## src/rtl/lsm_pkg.sv

```systemverilog
// Package: shared types for the block transfer sequencer.
// Assumes: two-bit addressing mode as decoded by the instruction front end.
package lsm_pkg;

    typedef enum logic [1:0] {
        AM_INC_AFTER  = 2'd0,
        AM_INC_BEFORE = 2'd1,
        AM_DEC_AFTER  = 2'd2,
        AM_DEC_BEFORE = 2'd3
    } addr_mode_e;

endpackage

```

## src/rtl/lsm_popcount.sv

```systemverilog
// Module: counts the set bits of a selection vector.
// Assumes: CW is wide enough to hold N.
module lsm_popcount #(
    parameter int N  = 16,
    parameter int CW = 5
) (
    input  logic [N-1:0]  vec_i,
    output logic [CW-1:0] count_o
);

    // Purpose: accumulate one per set bit.
    always_comb begin
        count_o = '0;
        for (int i = 0; i < N; i++) begin
            count_o = count_o + CW'(vec_i[i]);
        end
    end

endmodule

```

## src/rtl/lsm_start_addr.sv

```systemverilog
// Module: derives first and final transfer addresses from base, mode and count.
// Assumes: modular address arithmetic; an empty list keeps the base as final.
module lsm_start_addr
    import lsm_pkg::*;
#(
    parameter int AW   = 32,
    parameter int CW   = 5,
    parameter int STEP = 4
) (
    input  logic [AW-1:0] base_i,
    input  addr_mode_e    mode_i,
    input  logic [CW-1:0] count_i,
    output logic [AW-1:0] first_o,
    output logic [AW-1:0] final_o
);

    logic [AW-1:0] span;
    logic [AW-1:0] step_w;

    assign step_w = AW'(STEP);
    assign span   = AW'(count_i) * step_w;

    // Purpose: select the first address for each addressing mode.
    always_comb begin
        unique case (mode_i)
            AM_INC_AFTER:  first_o = base_i;
            AM_INC_BEFORE: first_o = base_i + step_w;
            AM_DEC_AFTER:  first_o = base_i - span + step_w;
            default:       first_o = base_i - span;
        endcase
    end

    // Purpose: address left after the last transfer, base when nothing moves.
    always_comb begin
        if (count_i == '0) final_o = base_i;
        else               final_o = first_o + span;
    end

endmodule

```

## src/rtl/lsm_lowest.sv

```systemverilog
// Module: finds the lowest set bit of a vector and whether it is the only one.
// Assumes: idx_o is meaningless when any_o is low.
module lsm_lowest #(
    parameter int N  = 16,
    parameter int IW = 4
) (
    input  logic [N-1:0]  vec_i,
    output logic [IW-1:0] idx_o,
    output logic          any_o,
    output logic          single_o
);

    // Purpose: priority scan, lowest index wins.
    always_comb begin
        idx_o = '0;
        for (int i = N - 1; i >= 0; i--) begin
            if (vec_i[i]) idx_o = IW'(i);
        end
    end

    assign any_o    = |vec_i;
    assign single_o = any_o && ((vec_i & (vec_i - N'(1))) == '0);

endmodule

```

## src/rtl/lsm_sequencer.sv

```systemverilog
// Module: block transfer address sequencer (top).
// Takes a start when idle, then issues one word request per accepted cycle,
// in rising register order, and pulses done with writeback and counter results.
// Assumes: rsp_data_i is valid in the cycle a load request is accepted.
module lsm_sequencer
    import lsm_pkg::*;
#(
    parameter int AW   = 32,
    parameter int NREG = 16,
    parameter int STEP = 4
) (
    input  logic                      clk,
    input  logic                      rst_n,
    input  logic                      start_i,
    input  logic [NREG-1:0]           list_i,
    input  logic [AW-1:0]             base_i,
    input  logic [1:0]                mode_i,
    input  logic                      wback_i,
    input  logic                      load_i,
    input  logic                      sflag_i,
    output logic                      busy_o,
    output logic                      req_valid_o,
    output logic                      req_write_o,
    output logic [AW-1:0]             req_addr_o,
    output logic [$clog2(NREG)-1:0]   req_idx_o,
    input  logic                      req_ready_i,
    input  logic [AW-1:0]             rsp_data_i,
    output logic                      done_o,
    output logic                      wb_en_o,
    output logic [AW-1:0]             wb_value_o,
    output logic                      pc_wr_o,
    output logic [AW-1:0]             pc_value_o,
    output logic                      isa_sel_o,
    output logic                      status_restore_o
);

    localparam int IW     = $clog2(NREG);
    localparam int CW     = $clog2(NREG + 1);
    localparam int PC_IDX = NREG - 1;

    logic [NREG-1:0] remain_q;
    logic [AW-1:0]   addr_q;
    logic [AW-1:0]   final_q;
    logic [AW-1:0]   pc_q;
    logic            busy_q, done_q, load_q, sflag_q, wback_q, has_pc_q, isa_q;

    logic [CW-1:0]   count;
    logic [AW-1:0]   first_addr, final_addr;
    logic [IW-1:0]   cur_idx;
    logic            cur_any, cur_single;
    logic            start_take, req_take, last_take;

    lsm_popcount #(.N(NREG), .CW(CW)) u_count (
        .vec_i   (list_i),
        .count_o (count)
    );

    lsm_start_addr #(.AW(AW), .CW(CW), .STEP(STEP)) u_addr (
        .base_i  (base_i),
        .mode_i  (addr_mode_e'(mode_i)),
        .count_i (count),
        .first_o (first_addr),
        .final_o (final_addr)
    );

    lsm_lowest #(.N(NREG), .IW(IW)) u_pick (
        .vec_i    (remain_q),
        .idx_o    (cur_idx),
        .any_o    (cur_any),
        .single_o (cur_single)
    );

    assign start_take = start_i && !busy_q;
    assign req_take   = busy_q && req_ready_i;
    assign last_take  = req_take && cur_single;

    // Purpose: transfer state, address stepping and result capture.
    always_ff @(posedge clk) begin
        if (!rst_n) begin
            remain_q <= '0;
            addr_q   <= '0;
            final_q  <= '0;
            pc_q     <= '0;
            busy_q   <= 1'b0;
            done_q   <= 1'b0;
            load_q   <= 1'b0;
            sflag_q  <= 1'b0;
            wback_q  <= 1'b0;
            has_pc_q <= 1'b0;
            isa_q    <= 1'b0;
        end else begin
            done_q <= 1'b0;
            if (start_take) begin
                remain_q <= list_i;
                addr_q   <= first_addr;
                final_q  <= final_addr;
                load_q   <= load_i;
                sflag_q  <= sflag_i;
                wback_q  <= wback_i;
                has_pc_q <= list_i[PC_IDX];
                busy_q   <= |list_i;
                done_q   <= ~|list_i;
            end else if (req_take) begin
                remain_q <= remain_q & (remain_q - NREG'(1));
                addr_q   <= addr_q + AW'(STEP);
                if (load_q && cur_idx == IW'(PC_IDX)) begin
                    pc_q  <= {rsp_data_i[AW-1:1], 1'b0};
                    isa_q <= rsp_data_i[0];
                end
                if (cur_single) begin
                    busy_q <= 1'b0;
                    done_q <= 1'b1;
                end
            end
        end
    end

    assign busy_o           = busy_q;
    assign req_valid_o      = busy_q && cur_any;
    assign req_write_o      = !load_q;
    assign req_addr_o       = addr_q;
    assign req_idx_o        = cur_idx;
    assign done_o           = done_q;
    assign wb_en_o          = done_q && wback_q;
    assign wb_value_o       = final_q;
    assign pc_wr_o          = done_q && load_q && has_pc_q;
    assign pc_value_o       = pc_q;
    assign isa_sel_o        = isa_q;
    assign status_restore_o = done_q && load_q && sflag_q && has_pc_q;

    // a stalled request holds still
    a_r4_req_hold: assert property (@(posedge clk) disable iff (!rst_n)
        req_valid_o && !req_ready_i |=> req_valid_o && $stable(req_addr_o)
                                        && $stable(req_idx_o) && $stable(req_write_o));

    // accepted non-final request advances the address by one word
    a_r3_addr_step: assert property (@(posedge clk) disable iff (!rst_n)
        req_take && !cur_single |=> req_addr_o == $past(req_addr_o) + AW'(STEP));

    // register order strictly rises
    a_r3_ascending: assert property (@(posedge clk) disable iff (!rst_n)
        req_take && !cur_single |=> req_idx_o > $past(req_idx_o));

    // a start while busy does not end or restart the transfer
    a_r8_busy_holds: assert property (@(posedge clk) disable iff (!rst_n)
        busy_o && !last_take |=> busy_o);

    // no request in the done cycle
    a_r7_done_idle: assert property (@(posedge clk) disable iff (!rst_n)
        done_o |-> !req_valid_o);

    // empty list finishes at once without a request
    a_r6_empty: assert property (@(posedge clk) disable iff (!rst_n)
        start_take && list_i == '0 |=> done_o && !req_valid_o);

endmodule

```

## config.mk

```make
export PLATFORM = sky130hd
export DESIGN_NAME = lsm_sequencer
export DESIGN_NICKNAME = d
export VERILOG_FILES = /design/src/rtl/lsm_pkg.sv /design/src/rtl/lsm_popcount.sv /design/src/rtl/lsm_start_addr.sv /design/src/rtl/lsm_lowest.sv /design/src/rtl/lsm_sequencer.sv
export SDC_FILE = /design/constraint.sdc
export NUM_CORES = 1
export LEC_CHECK = 0
export ABC_AREA = 1
export BUFFER_PORTS_ARGS = -buffer_cell sky130_fd_sc_hd__buf_2
export CAP_MARGIN = 10
export CELL_PAD_IN_SITES_DETAIL_PLACEMENT = 0
export CELL_PAD_IN_SITES_GLOBAL_PLACEMENT = 2
export CORE_ASPECT_RATIO = 1.1
export CORE_MARGIN = 2
export CORE_UTILIZATION = 30
export CTS_BUF_LIST = sky130_fd_sc_hd__clkbuf_8
export DETAILED_ROUTE_END_ITERATION = 10
export HOLD_SLACK_MARGIN = 0.12
export MAX_ROUTING_LAYER = met4
export PLACE_DENSITY_LB_ADDON = 0.2
export SETUP_SLACK_MARGIN = 0.02
export SLEW_MARGIN = 15
export SYNTH_ARGS = -nofsm -noshare
export SYNTH_HDL_FRONTEND = slang
export SYNTH_SLANG_ARGS = --single-unit
```

## constraint.sdc

```tcl
create_clock -name clk -period 9.89 [get_ports clk]
set_clock_uncertainty 0.05 [all_clocks]
set_input_delay 1.4835 -clock clk [delete_from_list [all_inputs] [get_ports clk]]
set_output_delay 1.4835 -clock clk [all_outputs]
set_load 0.02 [all_outputs]
```

==> impl_results.md, run 1 <==
* Worst EP arrival at between 9000 and 10000 ps
* Status: finished clean
* GP Congestion at ~0.91
* Hold depth at 2
* Ports at 197
* CTS sink cnt at 118
* Tightest Pin Transition at 995.7 ps
* Post-Syn Instances at ~1700
* Chip Width at 182.4 microns
* DRC at 0
* Mapped Area at 10500 sq um
* R2R Path Start: remain_q[0]
* Worst Slack Setup Final at 678.7 ps
* Flop2flop setup slack at 6330 ps
* Slew Viols, Final at 0
* CTS H-tree depth at 4
* ANT nets after route at 0
* Crit-path max cell delay at ~620 ps
* Post-synthesis compound-gate area fraction at 15.45%
* CTS tree: built
* Routed vias at 11610
* Crit path max fanout at 5
* Worst slew margin at about a third
* Sequential share of the synthesized area at 22.49%
* Post-synth net total at 1848
* Core ar. at between 30000 and 40000 sq um
* Total track usage at 22.68%
* Crit-path most repeated cell: fa_1
* DP HPWL at 31.66 mm
* Pre-CTS WS at 64.30 ps
* Row count at 71
* Adder-cell share of the synthesized area at 4.669%
* PwrDens at 173.3 nW/um^2
* Synth Area in Simple Gates at roughly 45%
* Period utilisation layout at 93.14%
* Slowest-stage cell, CP: fa_1
* Vias per Instance at approximately 5
* Vias in the first global route at 11080
* Most area-consuming cells after synthesis: dfxtp_1 (22%), nand2_1 (15%), nor2_1 (7.9%)
* Initial antenna violation count at 1
* Maxcap violations at 0
* Final wirelength at approximately 40 mm
* Layout cells sized above 1 at 20.34%
* First-pass GRT wire length at between 60 and 70 mm
* Grt total ovfl at 0
* CTS buffer count at 17
* Setup Crit Path Kind: primary input to register
* Hold EP: wb_value_o[0]
* Area share of the largest cell type after synthesis at 22.49%
* Mux cell area share after synthesis at 0%
* Hold Startpoint: wb_value_o[0]
* Final setup fails at 0
* Number of warnings issued by yosys at 0
* Starting density of the core at 30.55%
* P_leak at between 5 and 6 nW
* Minimum clock period at roughly 9200 ps
* CP required at a little over 10000 ps
* Initial drt markers at 770
* Largest family of logic cells by synthesized area: simple AND/OR/NAND/NOR gates
* Clk_lat worst skew at 440 ps
* Reg-to-Reg End: pc_value_o[30]
* First-pass DRT Iterations at 7
* Main synth FF type: dfxtp_1
* Root Buffer: clkbuf_8
* CP Capture Type: register
* Routed WL per cell at roughly 17 microns
* IO buf count at 195
* Setup tns final at 0 ps
* Fmax at 0.1086 GHz
* Final Net Count at 1997
* Yosys reg bits at between 100 and 150
* RSZ-0062 raised after global routing: no
* Type of origin of the critical path: primary input
* CTS clk-pin slew, worst paths at 70 ps
* Die height at around 200 microns
* Largest net degree at the start of global routing at 77
* Clock buffer depth at 2
* XOR/XNOR Fraction of Synth Area at 2.085%
* Most common cell in the synthesized netlist: nand2_1
* Number of synthesized flops with an enable pin at 0
* Async set-reset flop share out of synthesis at 0%
* Most instantiated cells after synthesis: nand2_1 (413), nor2_1 (220), inv_1 (195), nand3_1 (153), dfxtp_1 (118)
* Die area at 36530 sq um
* Netlist cell types at 64
* VDD IR max at 106.1 uV
* Area delta synth->final at 16.16%
* Final Hold Vio Count at 0
* FF-to-FF path depth at 17
* Cell taking the most area after synthesis: dfxtp_1
* Post-Syn Area per Cell at just over 6 sq um
* Min-delay worst type: register to register
## state kept, by name, summed over array words and instances, names as in the netlist
name	flops
pc_value_o	31
done_o	1
req_addr_o	32
sflag_q	1
wb_value_o	32
wback_q	1
isa_sel_o	1
remain_q	16
has_pc_q	1
load_q	1
busy_o	1
## routing by layer
| metal | part of all wire, % | global-route usage (%) | up-vias |
|---|---|---|---|
| met2 | 46 | 36.60 | 266 |
| li1 | - | - | 5955 |
| met4 | 2.7 | 7.287 | 0 |
| met1 | 48 | 29.86 | 5340 |
| met5 | 0 | - | - |
| met3 | 3.1 | 2.145 | 49 |
## final cells by class
type                            count  area (sq um)
Antenna cell                        1         2.502
Clock buffer                       19         261.5
Clock inverter                     12         137.6
Fill cell                        3905         22180
Inverter                          209         785.8
Multi-Input combinational cell   1324          7046
Sequential cell                   118          2362
Tap cell                          438         548.0
Timing Repair Buffer              206          1059
## repair_timing
action                                  4_1_cts  5_1_grt
buffers inserted                              0        0
hold buffers                                  0        0
endpoints found under the setup margin        0        2
gates resized for setup                       0        1
## cells in the final DEF (no fill, tap or decap), types with 4 or more instances in the layout
| master | instances |
|---|---|
| o221ai_1 | 4 |
| nor2_1 | 220 |
| a31oi_1 | 24 |
| ha_1 | 17 |
| clkbuf_8 | 19 |
| o21ai_1 | 10 |
| clkinv_2 | 5 |
| nand3_1 | 153 |
| a21oi_2 | 5 |
| a21oi_1 | 99 |
| inv_2 | 12 |
| buf_2 | 195 |
| or2_2 | 8 |
| o21ai_0 | 86 |
| nand2_1 | 412 |
| buf_4 | 11 |
| inv_1 | 197 |
| xor2_1 | 18 |
| nand4_1 | 44 |
| nor2_4 | 16 |
| xnor2_1 | 7 |
| o211ai_1 | 14 |
| fa_1 | 12 |
| nor3_1 | 21 |
| nor4_1 | 11 |
| dfxtp_1 | 118 |
| nor2_2 | 18 |
| a211oi_1 | 8 |
| nand2_2 | 35 |
| nand3_2 | 29 |
| nand2_4 | 10 |
## report_power, final
group          switching (W)  internal, W
Clock               0.000199     0.000257
Sequential         0.0000401     0.000524
Combinational       0.000746     0.000349
Total               0.000985      0.00113
## per-stage QoR
step                      cells  util [%]  total power [W]  cell area (sq um)  hold WS [ps]
final                      2327     35.49         0.002115              12200         416.1
after global routing       2327     35.49         0.002285              12200         434.0
after CTS                  2326     35.48         0.002138              12200         413.4
after detailed placement   2295     34.32         0.001672              11800         402.7
after global placement     2295     34.32         0.001674              11800         401.0
after floorplan            1727         -         0.001373              10500         395.6
## worst max-delay path by stage
stage,slack [ps],to,from,cells past startpoint
global route,150,wb_value_o[31],list_i[1],39
global placement,10,wb_value_o[25],list_i[0],38
finish,680,wb_value_o[25],list_i[0],38
detailed placement,60,wb_value_o[25],list_i[0],38
floorplan,1510,wb_value_o[25],list_i[1],36
CTS,560,wb_value_o[25],list_i[1],38
## logic make-up after synthesis
group | Yosys count
simple gates | 990
buf+inv | 285
compound gates | 276
other cells | 1
flops | 118
xor+xnor | 25
fa+ha+maj | 32
## critical path: cells and delay by family
kind	cells	cell delay, ps
simple gates	13	1530
xor+xnor	1	160
buf+inv	7	760
fa+ha+maj	10	4290
compound gates	7	1200
(Power assumes the default switching activity.)
==> inputs of run 2 (changes only) <==
Settings changed: CORE_UTILIZATION 30 to 33.
Clock period 9.89 ns to 11.8 ns, I/O delays scaled along.
==> run 2 against run 1 <==
Against the previous run:
- die area down 8.9%
- non-clock buffer count up 2
- global-route usage up 1.4 points
- clock power down 21%
- largest cell class unchanged
- utilization up 3.3 points
- setup slack better by 1400 ps
- sequential cell count unchanged
- cell count down 0.69%
- critical path depth unchanged
==> impl_results.md, run 2 (same netlist as run 1, synthesis figures left out) <==
* Status: finished clean
* Final wirelength at 39.21 mm (-2.9%)
* Type of origin of the critical path: primary input
* CTS tree: built
* Layout cells sized above 1 at 20.47% (+0.13 points)
* R2R Path Start: remain_q[0]
* Largest net degree at the start of global routing at 77 (unchanged)
* CTS sink cnt at 118 (unchanged)
* RSZ-0062 raised after global routing: no
* Minimum clock period at 9672 ps
* Initial antenna violation count at 0 (-1)
* Clk_lat worst skew at 430 ps (about the same)
* Starting density of the core at 33.46% (+2.9 points)
* First-pass GRT wire length at 62.02 mm (-1.7%)
* DRC at 0 (unchanged)
* CTS Hold Bufs at 0 (unchanged)
* Maxcap violations at 0 (unchanged)
* Worst EP arrival at 9930 ps (+460 ps)
* Worst Slack Setup Final at 2128 ps (+1449 ps)
* Root Buffer: clkbuf_8
* Final total power at 0.001757 W (-17%)
* PwrDens at 144.3 nW/um^2 (-17%)
* Total track usage at 24.06% (+1.4 points)
* CTS H-tree depth at 4 (unchanged)
* CP required at 12060 ps (+1910 ps)
* CTS clk-pin slew, worst paths at 80 ps (about the same)
* P_leak at 5.824 nW (-0.25%)
* Area delta synth->final at 15.91%
* Grt total ovfl at 0 (unchanged)
* Die height at 191.1 microns (-4.6%)
* Fmax at ~0.10 GHz
* Final Net Count at 1999 (+0.10%)
* Vias per Instance at 5.084 (+1.9%)
* Setup crit start: list_i[0]
* Row count at 68 (-4.2%)
* Crit-path max cell delay at 630 ps (about the same)
* IO buf count at 195 (unchanged)
* Min-delay worst type: register to register
* Die area at 33270 sq um (-8.9%)
* Final Hold Vio Count at 0 (unchanged)
* Antenna diodes at 0 (-1)
* Core ar. at 31400 sq um (-8.7%)
* First-pass DRT Iterations at 6 (-1)
* Setup tns final at 0 ps (unchanged)
* Slowest-stage cell, CP: fa_1
* Pre-CTS WS at 1698 ps (+1634 ps)
* Routed WL per cell at 16.97 microns (-2.2%)
* Post-CTS Setup Repair Bufs at 0 (unchanged)
* GP Congestion at 0.9655 (+6.1%)
* Worst slew margin at 35.22% (+1.7 points)
* Crit-path most repeated cell: fa_1
* Crit path max fanout at 5 (unchanged)
* Routed vias at 11750 (+1.2%)
* Final setup fails at 0 (unchanged)
* CP Capture Type: register
* Period utilisation layout at 81.97%
* VDD IR max at 106.2 uV (+0.16%)
* Clock buffer depth at 2 (unchanged)
* CTS buffer count at 17 (unchanged)
* Vias in the first global route at 11180 (+0.93%)
* Cts repair resizes at 0 (unchanged)
* Setup Crit Path Kind: primary input to register
* Hold Startpoint: wb_value_o[11]
* Chip Width at 174.1 microns (-4.6%)
* DP HPWL at 30.55 mm (-3.5%)
* Hold slack final at 416.7 ps (+0.6300 ps)
* Commonest non-fill, non-tap cell in the layout: nand2_1
* Ports at 197 (unchanged)
* Initial drt markers at 833 (+8.2%)
* ANT nets after route at 0 (unchanged)
* Commonest cells after routing, fill and taps aside: nand2_1 (412), nor2_1 (220), inv_1 (196)
* Slew Viols, Final at 0 (unchanged)
* Tightest Pin Transition at 970.7 ps (-24.98 ps)
* Flop2flop setup slack at 8340 ps (+2010 ps)
[run 2: cell count changes in the layout (fill, tap and decap cells not counted)]
| cell | before | now |
|---|---|---|
| clkinvlp_4 | 1 | 5 |
| buf_4 | 11 | 13 |
| bufinv_16 | 3 | 2 |
| clkbuf_8 | 19 | 18 |
| clkinv_2 | 5 | 4 |
| clkinv_4 | 1 | 2 |
| diode_2 | 1 | 0 |
| ha_1 | 17 | 18 |
| ha_2 | 3 | 2 |
| inv_1 | 197 | 196 |
| o21ai_0 | 86 | 87 |
| o21ai_1 | 10 | 9 |
[run 2: power by group]
part	internal (W)	total (W)	switching [W]
registers	0.000439	0.000473	0.0000331
clock network	0.000191	0.000362	0.000171
logic	0.000294	0.000923	0.000628
[run 2: layout make-up]
cell class,count,area [sq um]
Clock buffer,18,247.7
Clock inverter,14,137.6
Fill cell,3583,19220
Inverter,209,785.8
Multi-Input combinational cell,1324,7043
Sequential cell,118,2362
Tap cell,420,525.5
Timing Repair Buffer,208,1074
[run 2: worst max-delay path: cells and delay by family]
family | cells | cell delay (ps)
xor+xnor | 1 | 160
buf+inv | 7 | 790
fa+ha+maj | 10 | 4360
compound gates | 7 | 1300
simple gates | 13 | 1530
[run 2: path summary, 6_finish.rpt]
check,to,cells past startpoint
worst min-delay path,wb_value_o[11],2
worst max-delay path,wb_value_o[23],38
worst min register to register,wb_value_o[11],2
worst max register to register,isa_sel_o,17
[run 2: routing by layer]
metal  vias to the layer above  track usage [%]  share of wire, %
li1                       5951                -                 -
met1                      5420            31.26                47
met2                       339            39.55                47
met3                        40            2.645               4.2
met4                         0            7.014               2.1
met5                         -                -                 0
[run 2: stage by stage]
stage,util (%),area (sq um),std cells
CTS,38.78,12180,2311
detailed placement,37.55,11790,2279
global placement,37.55,11790,2279
global route,38.78,12180,2311
finish,38.78,12180,2311
floorplan,-,10500,1727
==> inputs of run 3 (changes only) <==
Settings changed: ABC_AREA 1 to 0, CORE_UTILIZATION 33 to 32.
Clock period 11.8 ns to 10.07 ns, I/O delays scaled along.
==> run 3 against run 2 <==
Against the previous run:
- utilization fell by 0.22 points
- first-iteration DRC count rose by 2.2%
- wire length fell by 14%
- highest routed layer unchanged
- via count fell by 17%
- power rose by 18%
- critical endpoint is now wb_value_o[25]
- critical path type unchanged
- global-route usage fell by 1.5 points
- critical path depth fell by 11
- sequential cell count did not move
- hold slack got worse by 12 ps
- cell count fell by 21%
==> impl_results.md, run 3 <==
* CTS clk-pin slew, worst paths at 90 ps (about the same)
* Post-CTS Setup Repair Bufs at 0 (unchanged)
* Area share of the largest cell type after synthesis at 25.27% (+2.8 points)
* Die height at 183.3 microns (-4.1%)
* Final setup fails at 0 (unchanged)
* First-pass GRT wire length at 53.68 mm (-13%)
* Hold depth at 2 (unchanged)
* Crit-path most repeated cell: fa_1
* Initial drt markers at 851 (+2.2%)
* Largest net degree at the start of global routing at 93 (+21%)
* Commonest cells after routing, fill and taps aside: buf_2 (195), nor2_1 (165), nand2_1 (128)
* GP Congestion at 0.8561 (-11%)
* Min-delay worst type: register to register
* CP Capture Type: register
* Period utilisation layout at 93.73%
* Post-synth net total at 1401 (-24%)
* Worst slew margin at 35.27% (+0.057 points)
* PwrDens at 186.8 nW/um^2 (+29%)
* Fmax at 0.1060 GHz
* Commonest non-fill, non-tap cell in the layout: buf_2
* XOR/XNOR Fraction of Synth Area at 8.459% (+6.4 points)
* DRC at 0 (unchanged)
* Clock buffer depth at 2 (unchanged)
* Antenna diodes at 0 (unchanged)
* Grt total ovfl at 0 (unchanged)
* IO buf count at 195 (unchanged)
* ANT nets after route at 0 (unchanged)
* Mapped Area at 9348 sq um (-11%)
* Adder-cell share of the synthesized area at 5.582% (+0.91 points)
* Cell taking the most area after synthesis: dfxtp_1
* Die area at 30600 sq um (-8.0%)
* Fillers at 3095 (-14%)
* Number of synthesized flops with an enable pin at 0 (unchanged)
* Crit-path max cell delay at 630 ps (about the same)
* Chip Width at 167.0 microns (-4.1%)
* Setup tns final at 0 ps (unchanged)
* Buf/Inv on CP at 3 (-4)
* DP HPWL at 25.81 mm (-16%)
* Post-Syn Area per Cell at 7.303 sq um (+20%)
* Hold EP: sflag_q
* Slew Viols, Final at 0 (unchanged)
* Delay-heaviest family, CP: adder cells
* Initial antenna violation count at 0 (unchanged)
* Layout cells sized above 1 at 20.33% (-0.13 points)
* Final wirelength at 33.91 mm (-14%)
* Hold Startpoint: sflag_q
* Crit path max fanout at 13 (+8)
* CTS sink cnt at 118 (unchanged)
* Post-Syn Instances at 1280 (-26%)
* Most instantiated cells after synthesis: nor2_1 (166), nand2_1 (128), dfxtp_1 (118), a21oi_1 (81), clkbuf_1 (74)
* Mux cell area share after synthesis at 3.761% (+3.8 points)
* Routed WL per cell at 18.64 microns (+9.9%)
* Flop2flop setup slack at 7080 ps (-1260 ps)
* Tightest Pin Transition at 970.9 ps (+0.2185 ps)
* Setup Crit Path Kind: primary input to register
* Root Buffer: clkbuf_8
* Total track usage at 22.58% (-1.5 points)
* Worst EP arrival at 9700 ps (-230 ps)
* Placed cells at 1787 (-22%)
* Number of warnings issued by yosys at 0 (unchanged)
* RSZ-0062 raised after global routing: no
* Vias in the first global route at 9338 (-16%)
* CTS tree: built
* Synth Area in Simple Gates at 26.94% (-18 points)
* Yosys reg bits at 118 (unchanged)
* Maxcap violations at 0 (unchanged)
* First-pass DRT Iterations at 5 (-1)
* Vias per Instance at 5.385 (+5.9%)
* Most common cell in the synthesized netlist: nor2_1
* Most area-consuming cells after synthesis: dfxtp_1 (25%), nor2_1 (6.7%), nand2_1 (5.1%)
* CTS buffer count at 17 (unchanged)
* R2R Path Start: remain_q[0]
* Non-Filler Instances at 1819 (-21%)
* Status: finished clean
* VDD IR max at 94.09 uV (-11%)
* Sequential share of the synthesized area at 25.27% (+2.8 points)
* Row count at 65 (-4.4%)
* P_leak at 4.464 nW (-23%)
* Post-synthesis compound-gate area fraction at 23.75% (+8.3 points)
* Async set-reset flop share out of synthesis at 0% (unchanged)
* Starting density of the core at 32.56% (-0.90 points)
* Area delta synth->final at 18.44%
* Netlist cell types at 83 (+30%)
* Slowest-stage cell, CP: a2111oi_4
* CTS Hold Bufs at 0 (unchanged)
* FF-to-FF path depth at 8 (-9)
* Largest family of logic cells by synthesized area: simple AND/OR/NAND/NOR gates
* Routed vias at 9796 (-17%)
* Final Net Count at 1559 (-22%)
* Type of origin of the critical path: primary input
* CP required at 10340 ps (-1720 ps)
* Reg-to-Reg End: pc_value_o[2]
* Main synth FF type: dfxtp_1
* Cts repair resizes at 0 (unchanged)
* Core ar. at 28710 sq um (-8.6%)
* Ports at 197 (unchanged)
* Final Hold Vio Count at 0 (unchanged)
* Clk_lat worst skew at 450 ps (+20 ps)
* Minimum clock period at 9438 ps
* CTS H-tree depth at 4 (unchanged)
## run 3: how the worst max path moves through the flow
stage | start | to | cells after the start | slack, ps
finish | list_i[0] | wb_value_o[25] | 27 | 630
global route | list_i[0] | wb_value_o[25] | 27 | 210
CTS | list_i[0] | wb_value_o[25] | 27 | 710
detailed placement | list_i[0] | wb_value_o[25] | 27 | 230
global placement | list_i[0] | wb_value_o[25] | 27 | 450
floorplan | list_i[0] | wb_value_o[26] | 28 | 950
## run 3: cell type report
type                    instances  area [sq um]  area share [%]
clock buffers                  18         247.7           2.238
clock inverters                14         127.6           1.153
inverters                      53         200.2           1.808
multi-input cells            1017          6427           58.05
flip-flops and latches        118          2362           21.34
well taps                     368         460.4           4.159
repair buffers                231          1246           11.26
## run 3: layer usage
layer	part of all wire (%)	global-route usage [%]	vias up
met3	4.6	2.784	29
li1	-	-	4921
met5	0	-	-
met1	48	30.62	4563
met2	45	35.64	283
met4	1.6	5.966	0
## run 3: stage by stage
step | power (W) | hold slack [ps] | instance area [sq um] | setup slack, ps | utilization [%]
floorplan | 0.001331 | 381.7 | 9348 | 950.0 | -
global placement | 0.001653 | 391.0 | 10700 | 445.4 | 37.26
detailed placement | 0.001652 | 393.7 | 10700 | 232.6 | 37.26
CTS | 0.002082 | 405.7 | 11070 | 713.9 | 38.57
global route | 0.002233 | 419.2 | 11070 | 209.1 | 38.57
finish | 0.002068 | 404.6 | 11070 | 631.8 | 38.57
## run 3: cell families after synthesis
group,after synthesis
compound gates,336
xor+xnor,87
fa+ha+maj,35
buf+inv,145
flops,118
mux,35
other cells,1
simple gates,523
## run 3: worst reg2reg max path, cell delays in order, from the launching register on
cell	delay, ps
dfxtp_1	430
nor4_1	680
nand3_1	220
a31oi_1	270
nand4_1	140
nor4b_2	250
buf_4	480
mux2i_1	290
nor2_1	60
## run 3: power by group
part	switching (W)	internal (W)
clock	0.000217	0.000203
sequential	0.0000435	0.000513
combinational	0.000690	0.000402
total	0.000950	0.00112
